## src/rtl/sdm_pkg.sv

```systemverilog
package sdm_pkg;

  // next divider phase, wrapping at the division ratio
  function automatic int phase_next(int ph, int div);
    return (ph + 1 >= div) ? 0 : ph + 1;
  endfunction

  // length of the identical-bit run after one more sample
  function automatic int run_next(int cnt, logic same);
    return (same && cnt != 0) ? cnt + 1 : 1;
  endfunction

  // overrange flag width in master cycles: one and a half sample periods
  function automatic int flag_cycles(int div);
    return (3 * div) / 2;
  endfunction

endpackage

```

## src/rtl/sdm_phase_gen.sv

```systemverilog
module sdm_phase_gen #(
  parameter int DIV = 4
) (
  input  logic clk_i,
  input  logic rst_ni,
  input  logic sync_i,
  input  logic pwrdn_i,
  output logic mod_clk_o,
  output logic filt_clr_o,
  output logic sync_evt_o,
  output logic samp_tick_o
);
  localparam int PW   = (DIV > 2) ? $clog2(DIV) : 1;
  localparam int HALF = DIV / 2;
  localparam logic [PW-1:0] LAST = PW'(DIV - 1);

  logic [PW-1:0] phase_q, phase_d;
  logic          sync_prev_q;
  logic          need_start_q;
  logic          clk_q;
  logic          clr_q;
  logic          aligned;

  assign sync_evt_o  = sync_i & ~sync_prev_q & ~pwrdn_i;
  assign aligned     = (phase_q == LAST);
  assign samp_tick_o = ~pwrdn_i & aligned;

  always_comb begin
    if (pwrdn_i || sync_evt_o) phase_d = '0;
    else phase_d = PW'(sdm_pkg::phase_next(int'(phase_q), DIV));
  end

  always_ff @(posedge clk_i or negedge rst_ni) begin
    if (!rst_ni) begin
      phase_q      <= '0;
      sync_prev_q  <= 1'b0;
      need_start_q <= 1'b1;
      clk_q        <= 1'b0;
      clr_q        <= 1'b0;
    end else begin
      sync_prev_q <= sync_i;
      phase_q     <= phase_d;
      clk_q       <= (int'(phase_d) >= HALF);
      if (pwrdn_i) begin
        need_start_q <= 1'b1;
        clr_q        <= 1'b0;
      end else if (sync_evt_o) begin
        need_start_q <= 1'b0;
        clr_q        <= need_start_q | ~aligned;
      end else begin
        clr_q <= 1'b0;
      end
    end
  end

  assign mod_clk_o  = clk_q;
  assign filt_clr_o = clr_q;
endmodule

```

## src/rtl/sdm_run_detect.sv

```systemverilog
module sdm_run_detect #(
  parameter int RUN_LEN = 16,
  localparam int RW = $clog2(RUN_LEN + 1)
) (
  input  logic          clk_i,
  input  logic          rst_ni,
  input  logic          samp_tick_i,
  input  logic          bit_i,
  output logic          hit_o,
  output logic          loop_rst_o,
  output logic [RW-1:0] run_len_o
);
  logic [RW-1:0] run_q, run_nxt;
  logic          last_q;
  logic          same;
  logic          lrst_q;

  assign same    = (bit_i == last_q);
  assign run_nxt = RW'(sdm_pkg::run_next(int'(run_q), same));
  assign hit_o   = samp_tick_i & (int'(run_nxt) == RUN_LEN);

  always_ff @(posedge clk_i or negedge rst_ni) begin
    if (!rst_ni) begin
      run_q  <= '0;
      last_q <= 1'b0;
      lrst_q <= 1'b0;
    end else begin
      lrst_q <= hit_o;
      if (samp_tick_i) begin
        last_q <= bit_i;
        run_q  <= hit_o ? '0 : run_nxt;
      end
    end
  end

  assign loop_rst_o = lrst_q;
  assign run_len_o  = run_q;
endmodule

```

## src/rtl/sdm_flag_stretch.sv

```systemverilog
module sdm_flag_stretch #(
  parameter int CYC = 6,
  localparam int FW = $clog2(CYC + 1)
) (
  input  logic clk_i,
  input  logic rst_ni,
  input  logic start_i,
  output logic flag_o
);
  logic [FW-1:0] left_q;

  always_ff @(posedge clk_i or negedge rst_ni) begin
    if (!rst_ni) left_q <= '0;
    else if (start_i) left_q <= FW'(CYC);
    else if (left_q != '0) left_q <= left_q - 1'b1;
  end

  assign flag_o = (left_q != '0);
endmodule

```

## src/rtl/sdm_clk_supervisor.sv

```systemverilog
module sdm_clk_supervisor #(
  parameter int DIV     = 4,
  parameter int RUN_LEN = 16
) (
  input  logic clk_i,
  input  logic rst_ni,
  input  logic sync_i,
  input  logic pwrdn_i,
  input  logic mod_bit_i,
  output logic mod_clk_o,
  output logic ovr_flag_o,
  output logic loop_rst_o,
  output logic filt_clr_o
);
  localparam int RW       = $clog2(RUN_LEN + 1);
  localparam int FLAG_CYC = sdm_pkg::flag_cycles(DIV);

  // internal events, named for the checker
  logic          sync_evt;
  logic          samp_tick;
  logic          run_hit;
  logic [RW-1:0] run_len;

  sdm_phase_gen #(.DIV(DIV)) u_phase (
    .clk_i      (clk_i),
    .rst_ni     (rst_ni),
    .sync_i     (sync_i),
    .pwrdn_i    (pwrdn_i),
    .mod_clk_o  (mod_clk_o),
    .filt_clr_o (filt_clr_o),
    .sync_evt_o (sync_evt),
    .samp_tick_o(samp_tick)
  );

  sdm_run_detect #(.RUN_LEN(RUN_LEN)) u_run (
    .clk_i      (clk_i),
    .rst_ni     (rst_ni),
    .samp_tick_i(samp_tick),
    .bit_i      (mod_bit_i),
    .hit_o      (run_hit),
    .loop_rst_o (loop_rst_o),
    .run_len_o  (run_len)
  );

  sdm_flag_stretch #(.CYC(FLAG_CYC)) u_flag (
    .clk_i  (clk_i),
    .rst_ni (rst_ni),
    .start_i(run_hit),
    .flag_o (ovr_flag_o)
  );
endmodule

```

## config.mk

```make
export PLATFORM = sky130hd
export DESIGN_NAME = sdm_clk_supervisor
export DESIGN_NICKNAME = d
export VERILOG_FILES = /design/src/rtl/sdm_pkg.sv /design/src/rtl/sdm_phase_gen.sv /design/src/rtl/sdm_run_detect.sv /design/src/rtl/sdm_flag_stretch.sv /design/src/rtl/sdm_clk_supervisor.sv
export SDC_FILE = /design/constraint.sdc
export NUM_CORES = 1
export LEC_CHECK = 0
export BUFFER_PORTS_ARGS = -buffer_cell sky130_fd_sc_hd__buf_4
export CORE_ASPECT_RATIO = 2
export CORE_UTILIZATION = 25
export CTS_CLUSTER_DIAMETER = 40
export DETAILED_ROUTE_END_ITERATION = 8
export HOLD_SLACK_MARGIN = 0.08
export MAX_ROUTING_LAYER = met4
export PLACE_DENSITY = 0.43
export SLEW_MARGIN = 5
export SYNTH_ARGS = -nofsm -noshare
export SYNTH_HDL_FRONTEND = slang
export SYNTH_SLANG_ARGS = --single-unit
```

## constraint.sdc

```tcl
create_clock -name clk_i -period 3.55 [get_ports clk_i]
set_input_delay 0.71 -clock clk_i [delete_from_list [all_inputs] [get_ports clk_i]]
set_output_delay 0.71 -clock clk_i [all_outputs]
set_load 0.02 [all_outputs]
```

### Word-level counts from Yosys, hierarchy flattened

Index checks and enable logic that the tools add are counted.

* flip-flop bits (word level): 16
* input port bits: 5

* order comparisons: 2
* reductions and logical operators: 6
* $add $sub $neg: 3
* bitwise gates (word level): 8
* equal/unequal tests: 3
* mux-type cells: 10

Operators with widths (count)
* $mux 5: 2
* $mux 3: 2
* $add 5x1->5 const B: 1
* $eq 5x5->1 const B: 1
* $reduce_bool 5->1: 1
* $and 1x1->1: 4
* $mux 1: 4
* $mux 2: 2
* $reduce_bool 2->1: 2
* $add 2x1->3 const B: 1
* $ge 3x3->1 const B: 1
* $not 1->1: 3
* $reduce_bool 3->1: 1
* $sub 3x1->3 const B: 1
* $eq 2x2->1 const B: 1
* $ge 2x2->1 const B: 1
* $eq 1x1->1: 1
* $logic_and 1x1->1: 1
* $logic_or 1x1->1: 1
* $or 1x1->1: 1

### Longest topological paths before layout

* depth after elaboration: 6
* gate-level depth with buffers: 5
* depth with buffers taken out: 5

### Modules after synthesis

A second synthesis with hierarchy kept.

* cell total of the unflattened synthesis: 74
* area, all modules: 847.1 um^2

Modules (own cells, without submodules)
* sdm_run_detect: area an instance 425.4 um^2, sequential area each 175.2 um^2, times used 1, cells each 41
* sdm_phase_gen: area an instance 237.7 um^2, sequential area each 126.4 um^2, times used 1, cells each 16
* sdm_flag_stretch: area an instance 183.9 um^2, sequential area each 75.1 um^2, times used 1, cells each 17

### Worst setup path before layout

OpenSTA, ideal clock, no wires.

* path type: register to register
* from: register u_run.run_q[0], in the netlist u_run.run_len_o[0]
* to: register u_flag.left_q[0]
* path buffers: 0
* data arrival time: 1487 ps
* period minus slack after synthesis: 1610 ps
* slack: 1940 ps
* stages on the path, launching flop included: 6
* cell sequence: dfrtp_1 > inv_1 > ha_1 > nor4b_1 > a22oi_1 > o31a_1

* word-level cells in the longest chain between the ends: 6
* elaborated cells between the ends (all ways): 8
* those cells by class: add/sub (1); eq/ne (1); mux (2); bitwise (1); reduce/logical (3)

RTL lines
* start: declaration: line sdm_run_detect.sv:13 `logic [RW-1:0] run_q, run_nxt;`
* start signal: assignment: line sdm_run_detect.sv:31 `run_q <= hit_o ? '0 : run_nxt;`
* branches (longest 2 deep; another with $add 5x1->5)
* $mux 5 *: line sdm_pkg.sv:10 `return (same && cnt != 0) ? cnt + 1 : 1;`
* $eq 5x5->1 *: line sdm_run_detect.sv:20 `assign hit_o = samp_tick_i & (int'(run_nxt) == RUN_LEN);`
* $and 1x1->1 *: line sdm_run_detect.sv:20
* $mux 3 / $reduce_bool 2->1 (equally long branches)
* end signal: assignment: line sdm_flag_stretch.sv:14 `else if (start_i) left_q <= FW'(CYC);`
* end signal: assignment: line sdm_flag_stretch.sv:15 `else if (left_q != '0) left_q <= left_q - 1'b1;`
* end: declaration: line sdm_flag_stretch.sv:10 `logic [FW-1:0] left_q;`

Every way passes the cells marked *.
A chain may end at the register's enable or synchronous reset.

### Final worst setup path

* from: register u_flag.left_q[0]
* to: output ovr_flag_o

* word-level cells in the longest chain between the ends: 1

RTL lines
* $reduce_bool 3->1: line sdm_flag_stretch.sv:18 `assign flag_o = (left_q != '0);`
* end: declaration: line sdm_clk_supervisor.sv:11 `output logic ovr_flag_o,`

Every way passes these cells.

==> impl_metrics.py <==
metrics = {
    "critical_path": {
        "worstSetupEndpointType": "output port",
        "worstPathArrival_ns": 1.19,
        "crit_fanout": 4,
        "required_ns": 2.84,
        "criticalPathCategory": "register to output port",
        "start_kind": "register",
    },
    "sta": {
        "period_needed_ns": 1.90,
        "tns_ns": 0,
        "worst_pin_slew_ns": 0.476,
        "hold_viol_final": 0,
        "drv_slew": 0,
        "clock.fmax_mhz": 526,
        "relSlewSlack_pct": 68.2,
        "post-route-period-util_pct": 53.5,
        "hold_slack_ns": 0.308,
        "setup_viol": 0,
        "rsz0062_at_grt": "no",
        "fin_skew_ns": 0.00481,
    },
    "placed_design": {
        "numPortBuffers": 8,
        "gp_congestion": 0.832,
        "dp_cells": 113,
        "dp_hpwl_mm": 1.33,
    },
    "clock_tree": {
        "clk_latency_ns": 0.25,
        "postCtsResizedCells": 0,
        "cts_made_buffers": 3,
        "clock-sinks": 16,
        "cts_tree": "yes",
        "clockRootBuffer": "clkbuf_8",
        "hold_buffers": 0,
        "cts_buffer_depth": 2,
        "clk_pin_slew_ns": 0.07,
        "htree_levels": 1,
        "cts_setup_buffers": 0,
    },
    "drt": {
        "via_count": 581,
        "final_antenna_net_count": 0,
        "drt-total-wl_mm": 1.70,
        "wire_per_inst_um": 14.5,
        "drc": 0,
        "vias_per_cell": 4.97,
        "drt_iter0_drc": 17,
        "first_pass_iters": 4,
    },
    "synth": {
        "synthMostInstantiatedCell": "dfrtp_1",
        "synthFlopType": "dfrtp_1",
        "synth_top_area_share_pct": 46.0,
        "ys_ff_latch": 16,
        "syn_nets": 85,
        "ys_top_cells_by_area": "dfrtp_1 (46%), ha_1 (9.2%), xnor2_1 (4.3%)",
        "yosys.area.top_type": "dfrtp_1",
        "synth-edff-count": 0,
        "ys_warn_count": 0,
        "synth_area_um2": 816,
        "async_flop_share_pct": 100,
        "synthTopCellsByCount": "dfrtp_1 (15), ha_1 (6), inv_1 (6), nand2_1 (4), xnor2_1 (4)",
        "ys_types": 31,
        "avgSynthCellArea_um2": 11.0,
        "ys_seq_area_share_pct": 49.2,
        "synth_cells": 74,
    },
    "pwr": {
        "p_sw_mw": 0.232,
        "power_switching_share_pct": 35.8,
        "power_frac_seq_pct": 42.2,
        "power.leakage_nw": 0.432,
        "power.total_mw": 0.650,
        "power_density_nw_per_um2": 677,
        "clkPwrFrac_pct": 22.0,
        "p_comb_share_pct": 35.8,
        "internal_power_mw": 0.418,
        "vdd_drop_max_uv": 237,
    },
    "global_routing": {
        "antenna_found_initial": 0,
        "met3_usage_pct": 2.16,
        "grt.total_usage_pct": 12.0,
        "grt_pass1_wl_mm": 3.06,
        "gr-usage-met1_pct": 12.3,
        "grt_pass1_vias": 655,
        "grt_overflow": 0,
        "busiest_layer": "met2",
        "use_met2_pct": 22.6,
        "grt_max_degree": 17,
    },
    "floorplanning": {
        "dieArea_um2": 3510,
        "die_x_um": 42.4,
        "core_area_um2": 3120,
        "rows": 29,
        "start_util_pct": 26.1,
        "ios": 9,
        "die_h_um": 82.8,
    },
    "status": {
        "status": "finished clean",
    },
    "final_layout": {
        "final_cells": 117,
        "antenna_cells": 0,
        "nets": 98,
        "drive_above_1_share_pct": 16.3,
        "syn_to_final_growth_pct": 17.6,
    },
    "worst_hold_path": {
        "hp-class": "primary input to async pin",
    },
    "job": {
        "drv_cap": 0,
    },
}
[power by group through the flow]
stage | Sequential [mW] | Clock, mW | Combinational [mW]
detailed placement | 0.278 | 0 | 0.234
CTS | 0.275 | 0.149 | 0.236
global route | 0.285 | 0.159 | 0.264
floorplan | 0.267 | 0 | 0.175
finish | 0.274 | 0.143 | 0.232
global placement | 0.278 | 0 | 0.233
[logic make-up after synthesis]
kind of cell    count (synthesis)  synth area share, %
compound gates                 11                 9.82
mux                             2                 2.45
xor+xnor                        5                 5.37
simple gates                   28                 21.2
buf+inv                         6                 2.76
flops                          16                 49.2
fa+ha+maj                       6                 9.20
[worst paths after layout]
| path | start | end | slack [ns] | depth (start not counted) |
|---|---|---|---|---|
| max | u_flag.left_q[0]$_DFFE_PN0P_ | ovr_flag_o | 1.65 | 4 |
| min | rst_ni | u_run.run_len_o[1]$_DFFE_PN0P_ | 0.31 | 1 |
| max reg2reg | u_run.run_len_o[0]$_DFFE_PN0P_ | u_flag.left_q[0]$_DFFE_PN0P_ | 1.75 | 5 |
| min reg2reg | u_phase.phase_q[0]$_DFF_PN0_ | u_phase.phase_q[0]$_DFF_PN0_ | 0.49 | 1 |
| max in group asynchronous | rst_ni | u_phase.need_start_q$_DFFE_PN1P_ | 2.99 | 1 |
| min in group clk_i | u_phase.phase_q[0]$_DFF_PN0_ | u_phase.phase_q[0]$_DFF_PN0_ | 0.49 | 1 |
[per-stage QoR]
step                      setup WS, ns  cell area, µm²  utilization (%)
after CTS                         1.64             960             30.8
final                             1.65             960             30.8
after detailed placement          1.67             915             29.3
after floorplan                   1.94             816                -
after global routing              1.53             960             30.8
after global placement            1.70             915             29.3
[state kept, by name (all words and copies together) (netlist names)]
register	count
u_flag.left_q	3
u_run.last_q	1
u_phase.mod_clk_o	1
u_phase.sync_prev_q	1
u_phase.filt_clr_o	1
u_phase.need_start_q	1
u_run.run_len_o	5
u_phase.phase_q	2
u_run.loop_rst_o	1
[critical path, cell delays in order, from the launching register on]
cell,delay [ns]
dfrtp_1,0.36
inv_1,0.11
ha_1,0.18
nand2b_1,0.12
buf_4,0.18
[area by class of cell]
type | count | area, µm²
Clock buffer | 4 | 45.0
Fill cell | 331 | 2160
Inverter | 6 | 22.5
Multi-Input combinational cell | 52 | 392
Sequential cell | 16 | 402
Tap cell | 31 | 38.8
Timing Repair Buffer | 8 | 60.1
[per-layer routing]
metal / up-vias / routed length (µm)
li1: 288 / -
met1: 284 / 593
met2: 7 / 1050
met3: 2 / 35
met4: 0 / 14
met5: - / 0
[cells in the final DEF, fill, tap and decap left out, types with 2 or more instances in the layout]
cell type / Yosys / layout
nand4_1: 2 / 2
nand2b_1: 3 / 3
xnor2_1: 4 / 4
nand3_1: 3 / 3
inv_1: 6 / 6
mux2i_1: 2 / 2
nor3b_1: 2 / 2
nor2b_1: 3 / 3
nand2_1: 4 / 4
ha_1: 6 / 6
dfrtp_1: 15 / 15
o21ai_0: 2 / 2
nor2_1: 3 / 3
nor3_1: 2 / 2
buf_4: 0 / 8
clkbuf_8: 0 / 3
Power figures use the tool's default switching activity.
